===== src/rtl/tx_pkg.sv =====
package tx_pkg;

  localparam int STOP_MAX = 2;

  typedef enum logic [1:0] {
    SH_IDLE = 2'd0,
    SH_WAIT = 2'd1,
    SH_SEND = 2'd2
  } sh_state_t;

  // Number of line bits in one frame: start + data (+ ninth) + stops.
  function automatic int frame_len(input int data_w, input logic nine, input logic two);
    int n;
    n = 1 + data_w + 1;
    if (nine) n = n + 1;
    if (two)  n = n + 1;
    return n;
  endfunction

endpackage


===== src/rtl/tx_hold_reg.sv =====
module tx_hold_reg #(
  parameter int CHAR_W = 9
) (
  input  logic              clk,
  input  logic              rst_n,
  input  logic              run,
  input  logic              set,
  input  logic              clr,
  input  logic [CHAR_W-1:0] d_in,
  output logic [CHAR_W-1:0] q_out,
  output logic              full
);

  always_ff @(posedge clk or negedge rst_n) begin
    if (!rst_n) begin
      full  <= 1'b0;
      q_out <= '0;
    end else if (!run) begin
      full  <= 1'b0;
      q_out <= '0;
    end else if (clr) begin
      full  <= 1'b0;
    end else if (set) begin
      full  <= 1'b1;
      q_out <= d_in;
    end
  end


  held_data_kept_chk: assert property (@(posedge clk) disable iff (!rst_n)
    (full && run && !clr) |=> $stable(q_out));


  no_set_when_full_chk: assert property (@(posedge clk) disable iff (!rst_n)
    !(set && full));

endmodule


===== src/rtl/tx_shifter.sv =====
module tx_shifter
  import tx_pkg::*;
#(
  parameter int DATA_W = 8
) (
  input  logic              clk,
  input  logic              rst_n,
  input  logic              run,
  input  logic              tick,
  input  logic              load,
  input  logic [DATA_W:0]   load_char,
  input  logic              nine,
  input  logic              two_stop,
  output logic              line,
  output logic              sh_busy,
  output logic              free_next
);

  localparam int CHAR_W  = DATA_W + 1;
  localparam int FRAME_W = 1 + CHAR_W + STOP_MAX;
  localparam int CNT_W   = $clog2(FRAME_W + 1);

  sh_state_t          state;
  logic [FRAME_W-1:0] sreg;
  logic [CNT_W-1:0]   cnt;
  logic               last_bit_done;

  // Line image of one frame, LSB first; unused upper positions stay at mark.
  function automatic logic [FRAME_W-1:0] make_frame(input logic [CHAR_W-1:0] c,
                                                    input logic nine_sel);
    logic [FRAME_W-1:0] f;
    f    = '1;
    f[0] = 1'b0;
    for (int i = 0; i < DATA_W; i++) f[1+i] = c[i];
    if (nine_sel) f[1+DATA_W] = c[DATA_W];
    return f;
  endfunction

  assign last_bit_done = (state == SH_SEND) && tick && (cnt == CNT_W'(1));
  assign free_next     = (state == SH_IDLE) || last_bit_done;
  assign sh_busy       = (state != SH_IDLE);
  assign line          = (state == SH_SEND) ? sreg[0] : 1'b1;

  always_ff @(posedge clk or negedge rst_n) begin
    if (!rst_n) begin
      state <= SH_IDLE;
      sreg  <= '1;
      cnt   <= '0;
    end else if (!run) begin
      state <= SH_IDLE;
      sreg  <= '1;
      cnt   <= '0;
    end else begin
      case (state)
        SH_WAIT: if (tick) state <= SH_SEND;
        SH_SEND: if (tick) begin
          if (cnt == CNT_W'(1)) begin
            state <= SH_IDLE;
          end else begin
            sreg <= {1'b1, sreg[FRAME_W-1:1]};
            cnt  <= cnt - CNT_W'(1);
          end
        end
        default: ;
      endcase
      if (load) begin
        sreg  <= make_frame(load_char, nine);
        cnt   <= CNT_W'(frame_len(DATA_W, nine, two_stop));
        state <= (state == SH_IDLE) ? SH_WAIT : SH_SEND;
      end
    end
  end


  bit_advance_chk: assert property (@(posedge clk) disable iff (!rst_n)
    (run && state == SH_SEND && tick && cnt > CNT_W'(1)) |=> (cnt == $past(cnt) - CNT_W'(1)));


  bit_hold_chk: assert property (@(posedge clk) disable iff (!rst_n)
    (run && state == SH_SEND && !tick) |=> $stable(sreg));


  load_only_when_free_chk: assert property (@(posedge clk) disable iff (!rst_n)
    load |-> free_next);

endmodule


===== src/rtl/tx_flag_pipe.sv =====
module tx_flag_pipe #(
  parameter int STAGES = 1
) (
  input  logic clk,
  input  logic rst_n,
  input  logic run,
  input  logic raw,
  output logic flag
);

  logic [STAGES-1:0] pipe;
  logic [STAGES-1:0] stage_in;

  generate
    for (genvar i = 0; i < STAGES; i++) begin : g_stage
      if (i == 0) begin : g_first
        assign stage_in[i] = raw;
      end else begin : g_rest
        assign stage_in[i] = pipe[i-1];
      end
      always_ff @(posedge clk or negedge rst_n) begin
        if (!rst_n)    pipe[i] <= 1'b0;
        else if (!run) pipe[i] <= 1'b0;
        else           pipe[i] <= stage_in[i];
      end
    end
  endgenerate

  assign flag = pipe[STAGES-1];


  flag_rise_lag_chk: assert property (@(posedge clk) disable iff (!rst_n)
    $rose(flag) |-> $past(stage_in[STAGES-1]));


  flag_low_when_off_chk: assert property (@(posedge clk) disable iff (!rst_n)
    !run |=> !flag);

endmodule


===== src/rtl/async_tx_dbuf.sv =====
module async_tx_dbuf
  import tx_pkg::*;
#(
  parameter int DATA_W   = 8,
  parameter int FLAG_LAG = 1
) (
  input  logic              clk,
  input  logic              rst_n,
  input  logic              tx_enable,
  input  logic              port_enable,
  input  logic              sync_sel,
  input  logic              pol_invert,
  input  logic              nine_bit,
  input  logic              two_stop,
  input  logic              irq_enable,
  input  logic              wr_stb,
  input  logic [DATA_W-1:0] wr_data,
  input  logic              wr_bit9,
  input  logic              baud_tick,
  output logic              txd,
  output logic              buf_empty,
  output logic              irq,
  output logic              busy
);

  localparam int CHAR_W = DATA_W + 1;

  logic              run;
  logic              wr_acc;
  logic              hold_full;
  logic [CHAR_W-1:0] hold_q;
  logic              hold_set;
  logic              hold_clr;
  logic              sh_load;
  logic [CHAR_W-1:0] sh_char;
  logic              sh_line;
  logic              sh_busy;
  logic              sh_free_next;
  logic              raw_empty;

  assign run      = tx_enable & port_enable & ~sync_sel;
  assign wr_acc   = run & wr_stb & ~hold_full;
  assign sh_load  = sh_free_next & (hold_full | wr_acc);
  assign sh_char  = hold_full ? hold_q : {wr_bit9, wr_data};
  assign hold_set = wr_acc & ~sh_free_next;
  assign hold_clr = sh_free_next & hold_full;
  assign raw_empty = run & ~hold_full;

  tx_hold_reg #(.CHAR_W(CHAR_W)) u_hold (
    .clk   (clk),
    .rst_n (rst_n),
    .run   (run),
    .set   (hold_set),
    .clr   (hold_clr),
    .d_in  ({wr_bit9, wr_data}),
    .q_out (hold_q),
    .full  (hold_full)
  );

  tx_shifter #(.DATA_W(DATA_W)) u_shift (
    .clk       (clk),
    .rst_n     (rst_n),
    .run       (run),
    .tick      (baud_tick),
    .load      (sh_load),
    .load_char (sh_char),
    .nine      (nine_bit),
    .two_stop  (two_stop),
    .line      (sh_line),
    .sh_busy   (sh_busy),
    .free_next (sh_free_next)
  );

  tx_flag_pipe #(.STAGES(FLAG_LAG)) u_flag (
    .clk   (clk),
    .rst_n (rst_n),
    .run   (run),
    .raw   (raw_empty),
    .flag  (buf_empty)
  );

  assign txd  = pol_invert ^ sh_line;
  assign busy = sh_busy;
  assign irq  = buf_empty & irq_enable;


  hold_needs_busy_chk: assert property (@(posedge clk) disable iff (!rst_n)
    hold_full |-> sh_busy);


  idle_line_mark_chk: assert property (@(posedge clk) disable iff (!rst_n)
    !busy |-> (txd == ~pol_invert));


  disabled_quiet_chk: assert property (@(posedge clk) disable iff (!rst_n)
    !run |=> (!busy && !hold_full));


  full_write_dropped_chk: assert property (@(posedge clk) disable iff (!rst_n)
    (run && wr_stb && hold_full && !sh_free_next) |=> hold_full);

endmodule


===== config.mk =====
export PLATFORM = sky130hd
export DESIGN_NAME = async_tx_dbuf
export DESIGN_NICKNAME = d
export VERILOG_FILES = /design/src/rtl/tx_pkg.sv /design/src/rtl/tx_hold_reg.sv /design/src/rtl/tx_shifter.sv /design/src/rtl/tx_flag_pipe.sv /design/src/rtl/async_tx_dbuf.sv
export SDC_FILE = /design/constraint.sdc
export NUM_CORES = 1
export LEC_CHECK = 0
export ABC_AREA = 1
export CORE_ASPECT_RATIO = 0.75
export CORE_UTILIZATION = 45
export DETAILED_ROUTE_END_ITERATION = 10
export DONT_BUFFER_PORTS = 1
export PLACE_DENSITY = 0.61
export SLEW_MARGIN = 20
export SYNTH_ARGS = -nofsm -noshare
export SYNTH_HDL_FRONTEND = slang
export SYNTH_SLANG_ARGS = --single-unit

===== constraint.sdc =====
create_clock -name clk -period 1.8 [get_ports clk]
set_input_delay 0.45 -clock clk [delete_from_list [all_inputs] [get_ports clk]]
set_output_delay 0.45 -clock clk [all_outputs]
set_load 0.005 [all_outputs]

==> metrics.json, run 1 <==
{
  "number_of_port_buffers": {"value": 0},
  "routed_wirelength": {"value": 3680, "unit": "um"},
  "area_delta_synth_final": {"value": 8.48, "unit": "%"},
  "power.density": {"value": 646, "unit": "mW/mm^2"},
  "floorplan.die_area": {"value": 0.00396, "unit": "mm^2"},
  "final_net_count": {"value": 257},
  "layout.cells.non_filler": {"value": 279},
  "floorplan.io_pins": {"value": 24},
  "drive_gt1_frac": {"value": 0.162},
  "ir_worst_vdd": {"value": 275, "unit": "uV"},
  "critical-path-slowest-cell": {"value": "dfrtp_1"},
  "cts_inserted_buffers": {"value": 3},
  "detail-route-antenna-nets": {"value": 0},
  "timing_worst_setup_path_type": {"value": "reg2out"},
  "netlist-cell-type-count": {"value": 30},
  "max-cap-violations": {"value": 0},
  "die_height": {"value": 54.7, "unit": "um"},
  "clock-skew-final": {"value": 0.00321, "unit": "ns"},
  "cts.path.max_buffers": {"value": 2},
  "slew_violations": {"value": 0},
  "grt_overflow_total": {"value": 0},
  "vias_per_cell": {"value": 5.09},
  "max_stage_delay": {"value": 0.42, "unit": "ns"},
  "drt_iter0_drc": {"value": 72},
  "worst_ep_required_time": {"value": 1.35, "unit": "ns"},
  "worstPathMaxFanout": {"value": 6},
  "fillers": {"value": 333},
  "mappedNetlistArea": {"value": 0.00167, "unit": "mm^2"},
  "final_hold_viol_count": {"value": 0},
  "period_needed": {"value": 1.73, "unit": "ns"},
  "timing.critical_path.to_type": {"value": "primary output"},
  "cp_data_arrival_time": {"value": 1.28, "unit": "ns"},
  "slew-limit-headroom": {"value": 0.653},
  "antenna_found_initial": {"value": 0},
  "worst_hold_path_type": {"value": "in2async"},
  "fin_crit_sh": {"value": 0.959},
  "dp.cells": {"value": 272},
  "placement_rows": {"value": 18},
  "clock-sinks": {"value": 27},
  "setup.worst_path.start_class": {"value": "flop"},
  "outcome": {"value": "complete, no violations"},
  "tritoncts": {"value": "done"},
  "multi_input_area": {"value": 847, "unit": "um^2"},
  "number_of_global_route_vias_before_repair": {"value": 1258},
  "cp.buffers_inverters": {"value": 2},
  "aggregate_negative_setup_slack": {"value": 0, "unit": "ns"},
  "maxClockFrequency": {"value": 580, "unit": "MHz"},
  "place_congestion": {"value": 0.825},
  "net_count_of_the_mapped_netlist": {"value": 250},
  "post_drt_wl_per_cell": {"value": 13.2, "unit": "um"},
  "global_route.usage.total": {"value": 0.206},
  "ys_warn_count": {"value": 0},
  "crit_family": {"value": "flip-flops"},
  "syn-mean-instance-area": {"value": 7.48, "unit": "um^2"},
  "yosysSeqAreaShare": {"value": 0.413},
  "synthCells": {"value": 223},
  "cp_num_cells": {"value": 5},
  "synth-seq-cells": {"value": 27},
  "crit_path_cell_trace": {"value": "inv_2, ha_4, inv_1, nor2_1, xnor2_1"},
  "pin_count_of_the_biggest_net_entering_global_routing": {"value": 24},
  "post-route-drc-count": {"value": 0},
  "clk_pin_slew": {"value": 0.09, "unit": "ns"},
  "detailedRoute.firstPassIterationCount": {"value": 4},
  "hpwl": {"value": 2590, "unit": "um"},
  "cts.htree.levels": {"value": 1},
  "leakagePower": {"value": 0.906, "unit": "nW"},
  "hold-worst-slack": {"value": 0.137, "unit": "ns"},
  "finalSetupViolCount": {"value": 0},
  "first_pass_grt_wire_length": {"value": 5980, "unit": "um"},
  "insertedDiodeCount": {"value": 0},
  "floorplan.die.width": {"value": 72.3, "unit": "um"},
  "reg2regPathDepth": {"value": 12},
  "cts-root-buf": {"value": "clkbuf_8"},
  "clkLatencyLatePin": {"value": 0.27, "unit": "ns"},
  "seq_area": {"value": 688, "unit": "um^2"},
  "vias_after_detailed_routing": {"value": 1421},
  "initial_utilization": {"value": 0.490},
  "core-area": {"value": 0.00340, "unit": "mm^2"},
  "worstMarginPinSlew": {"value": 0.520, "unit": "ns"}
}
## state kept, by name, summed over array words and instances, names as in the netlist
| signal | flops |
|---|---|
| u_flag.flag | 1 |
| u_hold.full | 1 |
| u_hold.q_out | 9 |
| u_shift.cnt | 4 |
| u_shift.sreg | 10 |
| u_shift.state | 2 |
## area by class of cell
| cell class | instances | area share |
|---|---|---|
| clock buffers | 4 | 0.0249 |
| multi-input cells | 164 | 0.468 |
| flip-flops and latches | 27 | 0.380 |
| well taps | 50 | 0.0346 |
| inverters | 25 | 0.0533 |
| repair buffers | 9 | 0.0387 |
## cells in the final DEF, fill, tap and decap left out, types with 3 or more instances in the layout
| master | n |
|---|---|
| buf_4 | 6 |
| clkbuf_8 | 3 |
| dfrtp_1 | 17 |
| dfstp_2 | 10 |
| ha_1 | 6 |
| inv_1 | 19 |
| inv_2 | 3 |
| nand2_1 | 90 |
| nand3_1 | 17 |
| nand4_1 | 3 |
| nor2_1 | 8 |
| o21ai_0 | 20 |
## cell usage after synthesis
cell      number  area share
nand4_1        3       0.011
a21oi_2        1      0.0053
inv_4          1      0.0038
nand2_4        1      0.0068
nand3_2        2       0.012
xor2_1         1      0.0053
dfrtp_1       17        0.26
nor2_4         1      0.0068
nand2_8        1       0.012
inv_1         21       0.047
ha_1           7       0.053
buf_2          1      0.0030
nand2_1       90        0.20
a21oi_1        2      0.0060
o211ai_2       1      0.0075
clkinv_1       2      0.0045
o21a_1         1      0.0045
nand2_2        2      0.0075
clkbuf_1       1      0.0022
o21ai_1        2      0.0060
buf_6          4       0.027
xnor2_1        2       0.011
nand3_1       17       0.051
nor2_1         8       0.018
buf_4          1      0.0045
or2_2          1      0.0038
dfstp_2       10        0.16
inv_2          1      0.0022
nor2_2         1      0.0038
o21ai_0       20       0.060
## logic make-up (layout without fill, tap and decap cells)
family,after synthesis,after routing,synth area share
simple gates,127,127,0.335
buf+inv,32,38,0.0945
compound gates,27,27,0.0893
flops,27,27,0.413
fa+ha+maj,7,7,0.0525
xor+xnor,3,3,0.0158
## metal layers
layer	up-vias	wire length [um]	global-route usage
li1	705	-	-
met1	676	1900	0.290
met2	36	1560	0.318
met3	4	175	0.0460
met4	0	36	0.0621
met5	-	0	0
## what timing repair did
| action | CTS | global route |
|---|---|---|
| cloned | 0 | 0 |
| setup buffers | 1 | 0 |
| hold buffers | 2 | 1 |
| pin swaps | 2 | 0 |
| endpoints found under the hold margin | 23 | 3 |
| resized for setup | 2 | 4 |
| setup endpoints to repair | 1 | 9 |
## final timing paths
check                                  from              end  slack, ns
max reg2reg                u_shift.state[0]   u_shift.cnt[2]       0.11
min                                   rst_n  u_hold.q_out[7]       0.14
max in group asynchronous             rst_n  u_shift.sreg[1]       1.13
max                        u_shift.state[0]              txd       0.07
min in group clk                 wr_data[7]  u_hold.q_out[7]       0.33
min reg2reg                 u_shift.sreg[8]  u_shift.sreg[8]       0.47
## per-stage QoR
stage                      util  worst slack (ns)  total power, mW  cell area [um^2]
after floorplan               -             0.310            0.774              1670
after global placement    0.504             0.151            0.799              1710
after detailed placement  0.504             0.152            0.803              1710
after CTS                 0.524            0.0430             1.17              1780
after global routing      0.532          -0.00611             1.22              1810
final                     0.532            0.0746             1.17              1810
## power breakdown
part / total [mW] / switching (mW) / internal, mW
registers: 0.650 / 0.0158 / 0.635
logic: 0.165 / 0.107 / 0.0579
clock network: 0.352 / 0.193 / 0.159
Power figures use the tool's default switching activity.
==> run 2: changes to the inputs <==
Settings changed: ABC_AREA 1 to unset.
==> run 2 against run 1 <==
Utilization rose by 4.3 points. Via count shrank 5.6%. Total power decreased by 11%. Combinational power fell by 50%. Critical path depth rose by 2. Die area decreased by 0.58%. Sequential power decreased by 5.5%.
==> metrics.json, run 2 <==
{
  "worst_ep_required_time": {"value": 2.00, "unit": "ns"},
  "synthDominantAreaCellType": {"value": "dfrtp_1"},
  "mostFrequentLayoutCell": {"value": "dfrtp_1"},
  "synthSimpleGateAreaFrac": {"value": 0.170},
  "yosysSeqAreaShare": {"value": 0.415},
  "synth_top_flop_cell": {"value": "dfrtp_1"},
  "place_congestion": {"value": 0.790},
  "yosys-top-cells-count": {"value": "dfrtp_1, dfstp_2, o21ai_1"},
  "dp.cells": {"value": 207},
  "global_route.usage.total": {"value": 0.218},
  "setup.reg_to_reg.worst_slack": {"value": 0.04, "unit": "ns"},
  "vias_after_detailed_routing": {"value": 1341},
  "worstHoldStart": {"value": "wr_data[6]"},
  "net_count_of_the_mapped_netlist": {"value": 185},
  "post-route-drc-count": {"value": 0},
  "power.density": {"value": 531, "unit": "mW/mm^2"},
  "worstPathMaxFanout": {"value": 11},
  "die_height": {"value": 54.6, "unit": "um"},
  "timing_worst_setup_path_type": {"value": "reg2reg"},
  "leakagePower": {"value": 0.772, "unit": "nW"},
  "largest_register_ff_count": {"value": 10},
  "cp_data_arrival_time": {"value": 1.96, "unit": "ns"},
  "registers.top_by_ff_count": {"value": "u_shift.sreg"},
  "detail-route-antenna-nets": {"value": 0},
  "pin_count_of_the_biggest_net_entering_global_routing": {"value": 19},
  "slew-limit-headroom": {"value": 0.434},
  "reg2reg_to": {"value": "u_shift.sreg[3]"},
  "maxClockFrequency": {"value": 569, "unit": "MHz"},
  "timing.critical_path.to_type": {"value": "flop"},
  "detailedRoute.firstPassIterationCount": {"value": 4},
  "synthCells": {"value": 158},
  "hpwl": {"value": 2640, "unit": "um"},
  "slew_violations": {"value": 0},
  "fin_util": {"value": 0.575},
  "drive_gt1_frac": {"value": 0.347},
  "insertedDiodeCount": {"value": 0},
  "vias_per_cell": {"value": 6.18},
  "netlist-cell-type-count": {"value": 45},
  "routed_wirelength": {"value": 4030, "unit": "um"},
  "synth-async-reset-ratio": {"value": 1.00},
  "clk_pin_slew": {"value": 0.09, "unit": "ns"},
  "largest_family_of_logic_cells_by_synthesized_area": {"value": "compound AO/OA/AOI/OAI gates"},
  "most_frequent_cell_after_synthesis": {"value": "dfrtp_1"},
  "post_synth_mux_area_share": {"value": 0.0242},
  "area_delta_synth_final": {"value": 18.0, "unit": "%"},
  "cts.path.max_buffers": {"value": 2},
  "synth_adder_area_share": {"value": 0.0528},
  "largestRegisters": {"value": "u_shift.sreg (10), u_hold.q_out (9), u_shift.cnt (4)"},
  "post-synth-top-area-fraction": {"value": 0.257},
  "synth-seq-cells": {"value": 27},
  "floorplan.die_area": {"value": 0.00393, "unit": "mm^2"},
  "fin_crit_sh": {"value": 0.976},
  "mappedNetlistArea": {"value": 0.00166, "unit": "mm^2"},
  "floorplan.die.width": {"value": 72.1, "unit": "um"},
  "final_area": {"value": 0.00196, "unit": "mm^2"},
  "floorplan.io_pins": {"value": 24},
  "final_net_count": {"value": 195},
  "post_drt_wl_per_cell": {"value": 18.6, "unit": "um"},
  "worst_hold_path_type": {"value": "in2reg"},
  "hold-worst-slack": {"value": 0.305, "unit": "ns"},
  "ys_warn_count": {"value": 0},
  "r2r_start": {"value": "u_shift.cnt[1]"},
  "grt_overflow_total": {"value": 0},
  "outcome": {"value": "complete, no violations"},
  "initial_utilization": {"value": 0.487},
  "antenna_found_initial": {"value": 0},
  "min_delay_worst_endpoint": {"value": "u_hold.q_out[6]"},
  "drt_iter0_drc": {"value": 110},
  "finalSetupViolCount": {"value": 0},
  "worstMarginPinSlew": {"value": 0.849, "unit": "ns"},
  "final_hold_viol_count": {"value": 0},
  "reg2regPathDepth": {"value": 7},
  "commonest_non_fill_non_tap_cells_in_the_layout": {"value": "dfrtp_1, o21ai_1, buf_4"},
  "first_pass_grt_wire_length": {"value": 6340, "unit": "um"},
  "syn-mean-instance-area": {"value": 10.5, "unit": "um^2"},
  "cts-root-buf": {"value": "clkbuf_8"},
  "aggregate_negative_setup_slack": {"value": 0, "unit": "ns"},
  "layout.cells.non_filler": {"value": 217},
  "synthXorXnorAreaFrac": {"value": 0.0211},
  "cts_inserted_buffers": {"value": 3},
  "clkLatencyLatePin": {"value": 0.27, "unit": "ns"},
  "core-area": {"value": 0.00340, "unit": "mm^2"},
  "clock-skew-final": {"value": 0.00539, "unit": "ns"},
  "placement_rows": {"value": 18},
  "cts.htree.levels": {"value": 1},
  "synth-edff-count": {"value": 0},
  "number_of_port_buffers": {"value": 0},
  "synth-compound-area-share": {"value": 0.260},
  "setup_repair_after_global_routing_missed_its_margin": {"value": "true"},
  "ys_top_cells_by_area": {"value": "dfrtp_1, dfstp_2, ha_1, a22o_1, a2111oi_0"},
  "max-cap-violations": {"value": 0},
  "period_needed": {"value": 1.76, "unit": "ns"},
  "ir_worst_vdd": {"value": 442, "unit": "uV"},
  "tritoncts": {"value": "done"},
  "number_of_global_route_vias_before_repair": {"value": 1276},
  "dpl-instance-area": {"value": 0.00174, "unit": "mm^2"},
  "min_delay_path_depth": {"value": 1},
  "clock-sinks": {"value": 27},
  "setup.worst_path.start_class": {"value": "flop"}
}
[run 2: kinds of logic (layout without fill, tap and decap cells)]
| group | after synthesis | count (layout) |
|---|---|---|
| AO/OA/AOI/OAI | 52 | 52 |
| XOR/XNOR | 4 | 4 |
| adder cells (fa/ha/maj) | 7 | 7 |
| buffers and inverters | 17 | 25 |
| flip-flops | 27 | 27 |
| multiplexers | 4 | 4 |
| AND/OR/NAND/NOR | 47 | 48 |
[run 2: layer usage]
metal	routed length (um)	track usage
met1	1850	0.299
met2	1890	0.355
met3	230	0.0497
met4	65	0.0490
met5	0	0
[run 2: timing repair]
item | in CTS | in global routing
pin swaps | 2 | 3
setup buffers | 2 | 2
setup endpoints to repair | 19 | 26
hold buffers | 1 | 1
endpoints found under the hold margin | 17 | 10
gates resized for setup | 8 | 28
gates cloned | 0 | 1
[run 2: metrics by stage]
step	total power, mW	setup slack (ns)
final	1.04	0.0435
after global routing	1.09	-0.0153
after CTS	1.04	0.00204
after detailed placement	0.681	-0.0274
after global placement	0.679	0.0355
after floorplan	0.668	0.164
[run 2: how the worst max path moves through the flow]
stage | slack (ns) | startpoint | to | cells past startpoint
floorplan | 0.16 | u_shift.state[0] | u_shift.sreg[4] | 7
global placement | 0.04 | u_shift.cnt[1] | u_shift.cnt[0] | 7
detailed placement | -0.03 | u_shift.state[0] | u_hold.q_out[5] | 6
CTS | 0.002 | u_shift.cnt[1] | u_shift.sreg[2] | 7
global route | -0.02 | u_shift.cnt[1] | u_shift.cnt[0] | 7
finish | 0.04 | u_shift.cnt[1] | u_shift.sreg[3] | 7
[run 2: final cells by class]
type	count	area [um^2]
multi-input combinational	115	1000
sequential	27	689
tap	50	62.6
inverter	6	22.5
timing repair buffer	15	134
fill	288	1440
clock buffer	4	45.0
[run 2: critical path, stage by stage, from the launching register on]
cell	delay [ns]
dfrtp_1	0.42
inv_2	0.09
ha_4	0.13
or3b_4	0.44
o21ai_4	0.19
buf_12	0.17
a221oi_1	0.10
o21ai_1	0.15
[run 2: report_power, final]
part | total, mW | leakage (nW) | switching [mW] | internal [mW]
logic | 0.0819 | 0.409 | 0.0493 | 0.0326
registers | 0.614 | 0.340 | 0.00277 | 0.611
clock network | 0.344 | 0.0228 | 0.186 | 0.159
==> run 3: changes to the inputs <==
Settings changed: CORE_MARGIN set to 2.
==> run 3 against run 2 <==
Die area increased by 6.5%. Setup slack got worse by 0.00080 ns. Clock skew decreased by 0.0026 ns. Non-clock buffer count increased by 3. Total power increased by 0.26%. Largest power group unchanged. Global-route usage decreased by 0.28 points. Final cell count increased by 2.3%. Flip-flop and latch count unchanged. Wire length increased by 6.3%.
==> metrics.json, run 3 (same netlist as run 2, synthesis figures left out) <==
{
  "reg2regPathDepth": {"value": 6},
  "critPathLaunch": {"value": "u_shift.cnt[1]"},
  "worst_ep_required_time": {"value": 2.00, "unit": "ns"},
  "detailedRoute.firstPassIterationCount": {"value": 4},
  "floorplan.die_area": {"value": 0.00419, "unit": "mm^2"},
  "antenna_found_initial": {"value": 0},
  "commonest_non_fill_non_tap_cells_in_the_layout": {"value": "dfrtp_1, buf_4, o21ai_1, dfstp_2, a22o_1"},
  "placement_rows": {"value": 19},
  "setup.worst_path.start_class": {"value": "flop"},
  "cts.path.max_buffers": {"value": 2},
  "cp_data_arrival_time": {"value": 1.96, "unit": "ns"},
  "mostFrequentLayoutCell": {"value": "dfrtp_1"},
  "floorplan.io_pins": {"value": 24},
  "min_delay_path_depth": {"value": 1},
  "hold-worst-slack": {"value": 0.302, "unit": "ns"},
  "cts-root-buf": {"value": "clkbuf_8"},
  "seqPwrFrac": {"value": 0.588},
  "worst_hold_path_type": {"value": "in2reg"},
  "crit_path_cell_trace": {"value": "inv_2, ha_4, or3b_2, and3_1, a221oi_1, o21ai_1"},
  "leakagePower": {"value": 0.783, "unit": "nW"},
  "timing.final.ws_setup": {"value": 0.0427, "unit": "ns"},
  "drt_iter0_drc": {"value": 121},
  "final_net_count": {"value": 198},
  "largest_register_ff_count": {"value": 10},
  "final_hold_viol_count": {"value": 0},
  "area_delta_synth_final": {"value": 18.9, "unit": "%"},
  "die_height": {"value": 56.6, "unit": "um"},
  "number_of_global_route_vias_before_repair": {"value": 1409},
  "cts_inserted_buffers": {"value": 3},
  "min_delay_worst_endpoint": {"value": "u_hold.q_out[1]"},
  "largestRegisters": {"value": "u_shift.sreg (10), u_hold.q_out (9), u_shift.cnt (4)"},
  "dp.cells": {"value": 212},
  "detail-route-antenna-nets": {"value": 0},
  "fin_crit_sh": {"value": 0.976},
  "first_pass_grt_wire_length": {"value": 6790, "unit": "um"},
  "max_stage_delay": {"value": 0.51, "unit": "ns"},
  "worstHoldStart": {"value": "wr_data[1]"},
  "drive_gt1_frac": {"value": 0.347},
  "r2r_start": {"value": "u_shift.cnt[1]"},
  "power.net_switching": {"value": 243, "unit": "uW"},
  "period_needed": {"value": 1.76, "unit": "ns"},
  "initial_utilization": {"value": 0.462},
  "tritoncts": {"value": "done"},
  "routed_wirelength": {"value": 4280, "unit": "um"},
  "vias_after_detailed_routing": {"value": 1324},
  "report.power.total": {"value": 1.04, "unit": "mW"},
  "insertedDiodeCount": {"value": 0},
  "core-area": {"value": 0.00359, "unit": "mm^2"},
  "pin_count_of_the_biggest_net_entering_global_routing": {"value": 18},
  "clk_pin_slew": {"value": 0.09, "unit": "ns"},
  "power_frac_comb": {"value": 0.081},
  "crit_family": {"value": "simple AND/OR/NAND/NOR gates"},
  "power.density": {"value": 529, "unit": "mW/mm^2"},
  "vias_per_cell": {"value": 5.96},
  "post_drt_wl_per_cell": {"value": 19.3, "unit": "um"},
  "cell_internal_pwr": {"value": 799, "unit": "uW"},
  "dpl-instance-area": {"value": 0.00175, "unit": "mm^2"},
  "layout.cells.non_filler": {"value": 222},
  "cts.htree.levels": {"value": 1},
  "final_area": {"value": 0.00197, "unit": "mm^2"},
  "timing.critical_path.to_type": {"value": "flop"},
  "swShare": {"value": 0.234},
  "registers.top_by_ff_count": {"value": "u_shift.sreg"},
  "timing_worst_setup_path_type": {"value": "reg2reg"},
  "cp.buffers_inverters": {"value": 1},
  "clockPowerShare": {"value": 0.330},
  "post-route-drc-count": {"value": 0},
  "slew_violations": {"value": 0},
  "hpwl": {"value": 2890, "unit": "um"},
  "ir_worst_vdd": {"value": 429, "unit": "uV"},
  "setup.reg_to_reg.worst_slack": {"value": 0.04, "unit": "ns"},
  "max-cap-violations": {"value": 0},
  "maxClockFrequency": {"value": 569, "unit": "MHz"},
  "finalSetupViolCount": {"value": 0},
  "detailedPlace.worstSlack": {"value": -0.0733, "unit": "ns"},
  "reg2reg_to": {"value": "u_shift.sreg[2]"},
  "slew-limit-headroom": {"value": 0.441},
  "place_congestion": {"value": 0.837},
  "clock-sinks": {"value": 27},
  "critical-path-slowest-cell": {"value": "or3b_2"},
  "worstPathMaxFanout": {"value": 4},
  "grt_overflow_total": {"value": 0},
  "global_route.usage.total": {"value": 0.215},
  "floorplan.die.width": {"value": 74.1, "unit": "um"},
  "clkLatencyLatePin": {"value": 0.27, "unit": "ns"},
  "outcome": {"value": "complete, no violations"},
  "number_of_port_buffers": {"value": 0},
  "worstMarginPinSlew": {"value": 0.836, "unit": "ns"},
  "clock-skew-final": {"value": 0.00278, "unit": "ns"}
}
[run 3: cell types whose count changed in the layout (fill, tap and decap cells not counted), moves of 2 or more]
cell | before | now
a2111oi_4 | 0 | 2
buf_6 | 1 | 3
buf_4 | 11 | 13
a2111oi_2 | 7 | 3
[run 3: worst max-delay path by stage]
stage          cells past startpoint  slack (ns)               to
3_5_place_dp                       7       -0.07  u_shift.sreg[1]
2_1_floorplan                      7        0.16  u_shift.sreg[4]
5_1_grt                            7      -0.003  u_shift.sreg[5]
3_3_place_gp                       7       0.006  u_shift.sreg[1]
6_report                           6        0.04  u_shift.sreg[2]
4_1_cts                            7       -0.01  u_shift.sreg[4]
[run 3: metrics by stage]
stage	TNS [ns]	utilization
2_1_floorplan	0	-
3_3_place_gp	0	0.487
3_5_place_dp	-0.403	0.487
4_1_cts	-0.0146	0.516
5_1_grt	-0.00616	0.549
6_report	0	0.549
[run 3: timing repair]
| item | CTS | global route |
|---|---|---|
| hold endpoints to repair | 17 | 10 |
| gates resized for setup | 11 | 20 |
| setup buffers | 4 | 0 |
| setup endpoints to repair | 21 | 24 |
| cloned | 0 | 1 |
| hold buffers | 1 | 1 |
| pin swaps | 2 | 3 |
[run 3: per-layer routing]
metal / global-route usage / vias to the layer above / share of wire
li1: - / 618 / -
met1: 0.288 / 657 / 0.43
met2: 0.348 / 47 / 0.49
met3: 0.0575 / 2 / 0.077
met4: 0.0494 / 0 / 0.0051
met5: 0 / - / 0
[run 3: worst reg2reg max path, stage by stage (launching register included)]
cell and delay, ns:
dfrtp_1 0.40, inv_2 0.08, ha_4 0.14, or3b_2 0.51, and3_1 0.19, a221oi_1 0.25, o21ai_1 0.11
[run 3: area by class of cell]
class	count	area, um^2
Inverter	6	22.5
Sequential cell	27	689
Tap cell	52	65.1
Clock inverter	1	5.00
Fill cell	316	1620
Multi-Input combinational cell	115	997
Timing Repair Buffer	18	151
Clock buffer	3	41.3
[run 3: power groups by stage]
stage | combinational [mW] | sequential [mW] | clock (mW)
final | 0.0850 | 0.613 | 0.344
after global routing | 0.0940 | 0.614 | 0.375
after CTS | 0.0708 | 0.613 | 0.352
after detailed placement | 0.0580 | 0.624 | 0
after global placement | 0.0562 | 0.624 | 0
after floorplan | 0.0440 | 0.624 | 0
